[config.mk]
export PLATFORM = sky130hd
export DESIGN_NAME = dpwm_gen
export DESIGN_NICKNAME = d
export VERILOG_FILES = /design/src/rtl/dpwm_pkg.sv /design/src/rtl/dpwm_rst_sync.sv /design/src/rtl/dpwm_period_ctr.sv /design/src/rtl/dpwm_dither.sv /design/src/rtl/dpwm_compare.sv /design/src/rtl/dpwm_gen.sv
export SDC_FILE = /design/constraint.sdc
export NUM_CORES = 1
export LEC_CHECK = 0
export ABC_AREA = 0
export CAP_MARGIN = 40
export CORE_MARGIN = 2
export CORE_UTILIZATION = 62
export CTS_CLUSTER_SIZE = 14
export DETAILED_ROUTE_END_ITERATION = 10
export HOLD_SLACK_MARGIN = 0.05
export PLACE_DENSITY = 0.85
export REMOVE_ABC_BUFFERS = 1
export SYNTH_ARGS = -nofsm -noshare
export SYNTH_HDL_FRONTEND = slang
export SYNTH_SLANG_ARGS = --single-unit
[constraint.sdc]
create_clock -name clk_i -period 6.1 [get_ports clk_i]
set_clock_uncertainty 0.2 [all_clocks]
set_input_delay 0.61 -clock clk_i [delete_from_list [all_inputs] [get_ports clk_i]]
set_output_delay 0.61 -clock clk_i [all_outputs]
set_load 0.03 [all_outputs]
[src/rtl/dpwm_pkg.sv]
package dpwm_pkg;
  // Default split of the set-point word
  localparam int unsigned DEF_BASE_W = 10;
  localparam int unsigned DEF_FRAC_W = 14;
endpackage

[src/rtl/dpwm_rst_sync.sv]
// Asynchronous assertion, synchronous release of the internal reset.
module dpwm_rst_sync (
  input  logic clk_i,
  input  logic arst_ni,
  output logic rst_no
);
  logic [1:0] sync_q;
  logic [1:0] sync_d;

  always_comb begin
    sync_d = {sync_q[0], 1'b1};
  end

  always_ff @(posedge clk_i or negedge arst_ni) begin
    if (!arst_ni) sync_q <= '0;
    else          sync_q <= sync_d;
  end

  assign rst_no = sync_q[1];
endmodule

[src/rtl/dpwm_period_ctr.sv]
// Free-running period counter; wrap_o marks the last cycle of a period.
module dpwm_period_ctr #(
  parameter int unsigned CNT_W = 10
) (
  input  logic             clk_i,
  input  logic             rst_ni,
  output logic [CNT_W-1:0] cnt_o,
  output logic             wrap_o
);
  localparam logic [CNT_W-1:0] CNT_ONE = CNT_W'(1);

  logic [CNT_W-1:0] cnt_q;
  logic [CNT_W-1:0] cnt_d;

  always_comb begin
    cnt_d = cnt_q + CNT_ONE;
  end

  always_ff @(posedge clk_i or negedge rst_ni) begin
    if (!rst_ni) cnt_q <= '0;
    else         cnt_q <= cnt_d;
  end

  assign cnt_o  = cnt_q;
  assign wrap_o = &cnt_q;
endmodule

[src/rtl/dpwm_dither.sv]
// Holds the captured set-point and the fractional error accumulator,
// and forms the width for the coming period.
module dpwm_dither #(
  parameter int unsigned BASE_W = 10,
  parameter int unsigned FRAC_W = 14,
  localparam int unsigned SP_W  = BASE_W + FRAC_W
) (
  input  logic              clk_i,
  input  logic              rst_ni,
  input  logic              ld_i,
  input  logic [SP_W-1:0]   sp_i,
  input  logic              step_i,
  output logic [BASE_W:0]   nxt_w_o,
  output logic [FRAC_W-1:0] acc_o,
  output logic [BASE_W-1:0] base_o
);
  logic [SP_W-1:0]   shd_q, shd_d;
  logic [FRAC_W-1:0] acc_q, acc_d;
  logic [FRAC_W:0]   sum;
  logic              carry;

  // capture enable for the set-point shadow
  always_comb begin
    shd_d = shd_q;
    if (ld_i) shd_d = sp_i;
  end

  // accumulate once per period; the carry is dropped from the stored sum
  always_comb begin
    sum   = {1'b0, acc_q} + {1'b0, shd_q[FRAC_W-1:0]};
    carry = sum[FRAC_W];
    acc_d = acc_q;
    if (step_i) acc_d = sum[FRAC_W-1:0];
  end

  always_ff @(posedge clk_i or negedge rst_ni) begin
    if (!rst_ni) begin
      shd_q <= '0;
      acc_q <= '0;
    end else begin
      shd_q <= shd_d;
      acc_q <= acc_d;
    end
  end

  assign base_o  = shd_q[SP_W-1:FRAC_W];
  assign nxt_w_o = {1'b0, base_o} + {{BASE_W{1'b0}}, carry};
  assign acc_o   = acc_q;
endmodule

[src/rtl/dpwm_compare.sv]
// Active width register, loaded only at a boundary, and the comparator.
module dpwm_compare #(
  parameter int unsigned BASE_W = 10
) (
  input  logic              clk_i,
  input  logic              rst_ni,
  input  logic              load_i,
  input  logic [BASE_W:0]   width_i,
  input  logic [BASE_W-1:0] cnt_i,
  output logic [BASE_W:0]   act_o,
  output logic              pwm_o,
  output logic              start_o
);
  logic [BASE_W:0] act_q, act_d;
  logic            st_q, st_d;

  always_comb begin
    act_d = act_q;
    if (load_i) act_d = width_i;
    st_d = load_i;
  end

  always_ff @(posedge clk_i or negedge rst_ni) begin
    if (!rst_ni) begin
      act_q <= '0;
      st_q  <= 1'b0;
    end else begin
      act_q <= act_d;
      st_q  <= st_d;
    end
  end

  assign act_o   = act_q;
  assign pwm_o   = ({1'b0, cnt_i} < act_q);
  assign start_o = st_q;
endmodule

[src/rtl/dpwm_gen.sv]
module dpwm_gen import dpwm_pkg::*; #(
  parameter int unsigned BASE_W = DEF_BASE_W,
  parameter int unsigned FRAC_W = DEF_FRAC_W,
  localparam int unsigned SP_W  = BASE_W + FRAC_W
) (
  input  logic            clk_i,
  input  logic            arst_ni,
  input  logic [SP_W-1:0] sp_i,
  input  logic            sp_ld_i,
  output logic            pwm_o,
  output logic            per_start_o
);
  logic              rst_n_s;
  logic [BASE_W-1:0] cnt_w;
  logic              wrap_w;
  logic [BASE_W:0]   nxt_w;
  logic [BASE_W:0]   act_w;
  logic [FRAC_W-1:0] acc_w;
  logic [BASE_W-1:0] shd_base_w;

  dpwm_rst_sync i_rst (
    .clk_i   (clk_i),
    .arst_ni (arst_ni),
    .rst_no  (rst_n_s)
  );

  dpwm_period_ctr #(.CNT_W(BASE_W)) i_ctr (
    .clk_i  (clk_i),
    .rst_ni (rst_n_s),
    .cnt_o  (cnt_w),
    .wrap_o (wrap_w)
  );

  dpwm_dither #(.BASE_W(BASE_W), .FRAC_W(FRAC_W)) i_dith (
    .clk_i   (clk_i),
    .rst_ni  (rst_n_s),
    .ld_i    (sp_ld_i),
    .sp_i    (sp_i),
    .step_i  (wrap_w),
    .nxt_w_o (nxt_w),
    .acc_o   (acc_w),
    .base_o  (shd_base_w)
  );

  dpwm_compare #(.BASE_W(BASE_W)) i_cmp (
    .clk_i   (clk_i),
    .rst_ni  (rst_n_s),
    .load_i  (wrap_w),
    .width_i (nxt_w),
    .cnt_i   (cnt_w),
    .act_o   (act_w),
    .pwm_o   (pwm_o),
    .start_o (per_start_o)
  );
endmodule

==> impl_metrics.json <==
{
  "outcome": "completed",
  "top_layer_used": "met4",
  "clk_path_buf_depth": 2,
  "cts.sinks": 62,
  "ys_warn_count": 0,
  "clkTransAtPathRegs_ns": 0.07,
  "regArea_mm2": 0.001553,
  "pwr-share-seq_pct": 47.1,
  "grt_util_all_layers_pct": 22.39,
  "critical_path_required_ns": 6.14,
  "routed_via_density": 5.565,
  "cp_max_fo": 2,
  "power_frac_comb_pct": 13.8,
  "dieHeight_um": 76.14,
  "drt_iter0_markers": 132,
  "drive_above_1_share_pct": 13.86,
  "final_net_count": 388,
  "powerDensity_mw_per_mm2": 248.2,
  "cts-resized-gates": 0,
  "pre_cts_ws_ns": 2.723,
  "cp_top_family": "adder cells",
  "cp_data_arrival_time_ns": 3.37,
  "syn_inst": 301,
  "drv_slew": 0,
  "path_class": "reg2reg",
  "dieArea_mm2": 0.005797,
  "placed_area_mm2": 0.003575,
  "place_inst": 393,
  "firstDrtPassIters": 4,
  "die_x_um": 76.14,
  "netlist_area_mm2": 0.003227,
  "cts_root_buffer": "clkbuf_8",
  "dr_wl_met3_um": 165,
  "p_leak_nw": 1.798,
  "setup_ws_ns": 2.761,
  "cp_num_buf_inv": 1,
  "drc": 0,
  "final_hold_viol_count": 0,
  "cp_slowest_cell": "fa_1",
  "post-route-util_pct": 74.38,
  "htreeDepth": 3,
  "wl_per_cell_um": 14.37,
  "routed_wl_mm": 5.879,
  "relSlewSlack_pct": 50.31,
  "p_int_mw": 0.7039,
  "final_common_cell": "dfrtp_1",
  "synth-seq-area-share_pct": 48.08,
  "layout_common_cells": "dfrtp_1, nand2_1, clkdlybuf4s50_1, ha_1",
  "met1_length_mm": 2.433,
  "core-area_mm2": 0.005075,
  "max_freq_mhz": 299.5,
  "drv_cap": 0,
  "cpPeakStageDelay_ns": 0.38,
  "start_util_pct": 63.58,
  "vias": 2276,
  "hpwl_mm": 4.300,
  "vdd_drop_max_mv": 0.1443,
  "ant_nets": 0,
  "hold_class": "reg2reg",
  "power.switching_mw": 0.2332,
  "boundaryPins": 29,
  "multi_input_area_mm2": 0.001579,
  "rsz0062_at_grt": "no",
  "final_cell_area_mm2": 0.003775,
  "switching_share_pct": 24.89,
  "cp-start-kind": "register",
  "grt_pass1_vias": 2286,
  "pwr-share-clk_pct": 39.1,
  "grt_overflow": 0,
  "grt_max_degree": 61,
  "cp_cell_sequence": "ha_1 > inv_1 > fa_1 > and2b_1 > o211ai_1 > a21oi_1 > o22ai_1 > o21ai_0 > ha_1 > ha_1 > nand3_1 > nor2_1 > and3_1 > nand3_1 > o21ai_0",
  "crit_top_cell": "ha_1",
  "min_period_ns": 3.339,
  "cts_hold_buffers": 0,
  "cts_tree": "yes",
  "wl_met2_mm": 3.177,
  "tns_ns": 0,
  "worstMarginPinSlew_ns": 0.7454,
  "num_antenna_cells": 0,
  "syn_area_per_cell_um2": 10.72,
  "yosysUniqueCellTypes": 39,
  "final_cells": 409,
  "worstSkewPairLatency_ns": 0.34,
  "io_buffers": 28,
  "grt_antenna_before_repair": 0,
  "cts_buffers": 9,
  "rows": 26,
  "finalCritPeriodShare_pct": 54.74,
  "area_growth_pct": 16.98,
  "grt_pass1_wl_mm": 10.22,
  "setup_viol": 0,
  "worstSetupEndpointType": "register",
  "place_congestion": 0.8839,
  "fill_cells": 359,
  "ys_ff_latch": 62,
  "postCtsSetupBuffers": 0
}
-- path summary, 6_finish.rpt --
kind,from,to,slack [ns],depth (start not counted)
max,i_dith.acc_o[0],i_cmp.act_o[10],2.76,15
max reg2reg,i_dith.acc_o[0],i_cmp.act_o[10],2.76,15
min,i_rst.sync_q[0],i_rst.sync_q[1],0.16,0
min reg2reg,i_rst.sync_q[0],i_rst.sync_q[1],0.16,0
max in group asynchronous,i_rst.sync_q[1],i_dith.acc_o[11],4.99,1
min in group asynchronous,i_rst.sync_q[1],i_ctr.cnt_o[5],0.20,1
-- synth_stat cells, drive strengths merged --
library cell | number | share of area [%]
o2111ai | 2 | 0.54
a21boi | 1 | 0.23
dfrtp | 62 | 48
and2 | 1 | 0.19
nand3 | 15 | 2.6
o21ai | 28 | 4.3
conb | 1 | 0.12
inv | 14 | 1.6
nor2 | 7 | 1.0
o22ai | 1 | 0.19
nor2b | 2 | 0.39
o21a | 2 | 0.47
mux2 | 23 | 8.0
xor2 | 14 | 3.8
a31o | 1 | 0.27
or3 | 1 | 0.19
fa | 1 | 0.62
xnor2 | 13 | 3.5
nand2 | 39 | 4.5
a21o | 7 | 1.6
ha | 26 | 10
o211ai | 3 | 0.85
and3 | 4 | 0.78
and2b | 1 | 0.23
or4 | 1 | 0.23
clkbuf | 4 | 0.47
nor3 | 2 | 0.31
buf | 4 | 0.89
nand2b | 3 | 0.58
and4b | 1 | 0.31
nand4 | 1 | 0.19
a21oi | 16 | 2.6
-- cell type report --
cell class                      count  area share [%]
Clock buffer                       12           4.110
Sequential cell                    62           41.13
Clock inverter                      4           1.193
Inverter                           14           1.392
Multi-Input combinational cell    217           41.83
Timing Repair Buffer               30           8.021
Tap cell                           70           2.320
-- power by group through the flow --
| stage | clock network (mW) | registers (mW) | logic (mW) |
|---|---|---|---|
| 2_1_floorplan | 0 | 0.450 | 0.0846 |
| 3_3_place_gp | 0 | 0.448 | 0.124 |
| 3_5_place_dp | 0 | 0.449 | 0.129 |
| 4_1_cts | 0.370 | 0.441 | 0.131 |
| 5_1_grt | 0.386 | 0.443 | 0.145 |
| 6_report | 0.366 | 0.441 | 0.129 |
-- worst reg2reg max path, cell delays in order (launching register included) --
cell      delay, ns
dfrtp_1        0.35
ha_1           0.17
inv_1          0.05
fa_1           0.38
and2b_1        0.22
o211ai_1       0.10
a21oi_1        0.20
o22ai_1        0.15
o21ai_0        0.21
ha_1           0.21
ha_1           0.20
nand3_1        0.13
nor2_1         0.17
and3_1         0.21
nand3_1        0.08
o21ai_0        0.20
-- layer usage --
metal  GRT usage [%]  up-vias
li1                -     1109
met1           25.72     1122
met2           40.98       35
met3           3.910       10
met4           9.818        0
met5               0        -
-- state kept, by name, indices dropped and copies added (netlist names) --
name / flops
i_cmp.act_o: 11
i_dith.acc_o: 14
i_cmp.start_o: 1
i_ctr.cnt_o: 10
i_rst.sync_q: 2
i_dith.shd_q: 24
-- through the flow --
| stage | total power [mW] | hold slack (ns) |
|---|---|---|
| after global routing | 0.9741 | 0.1749 |
| after CTS | 0.9421 | 0.1676 |
| after floorplan | 0.5345 | 0.1144 |
| final | 0.9371 | 0.1609 |
| after detailed placement | 0.5782 | 0.1402 |
| after global placement | 0.5716 | 0.1380 |
-- cell families after synthesis --
family          share of synthesized area [%]
other cells                            0.1162
simple gates                            11.63
mux                                     8.026
compound gates                          11.13
fa+ha+maj                               10.70
xor+xnor                                7.329
flops                                   48.08
buf+inv                                 2.986
No activity file was read; power rests on OpenSTA's default activity.
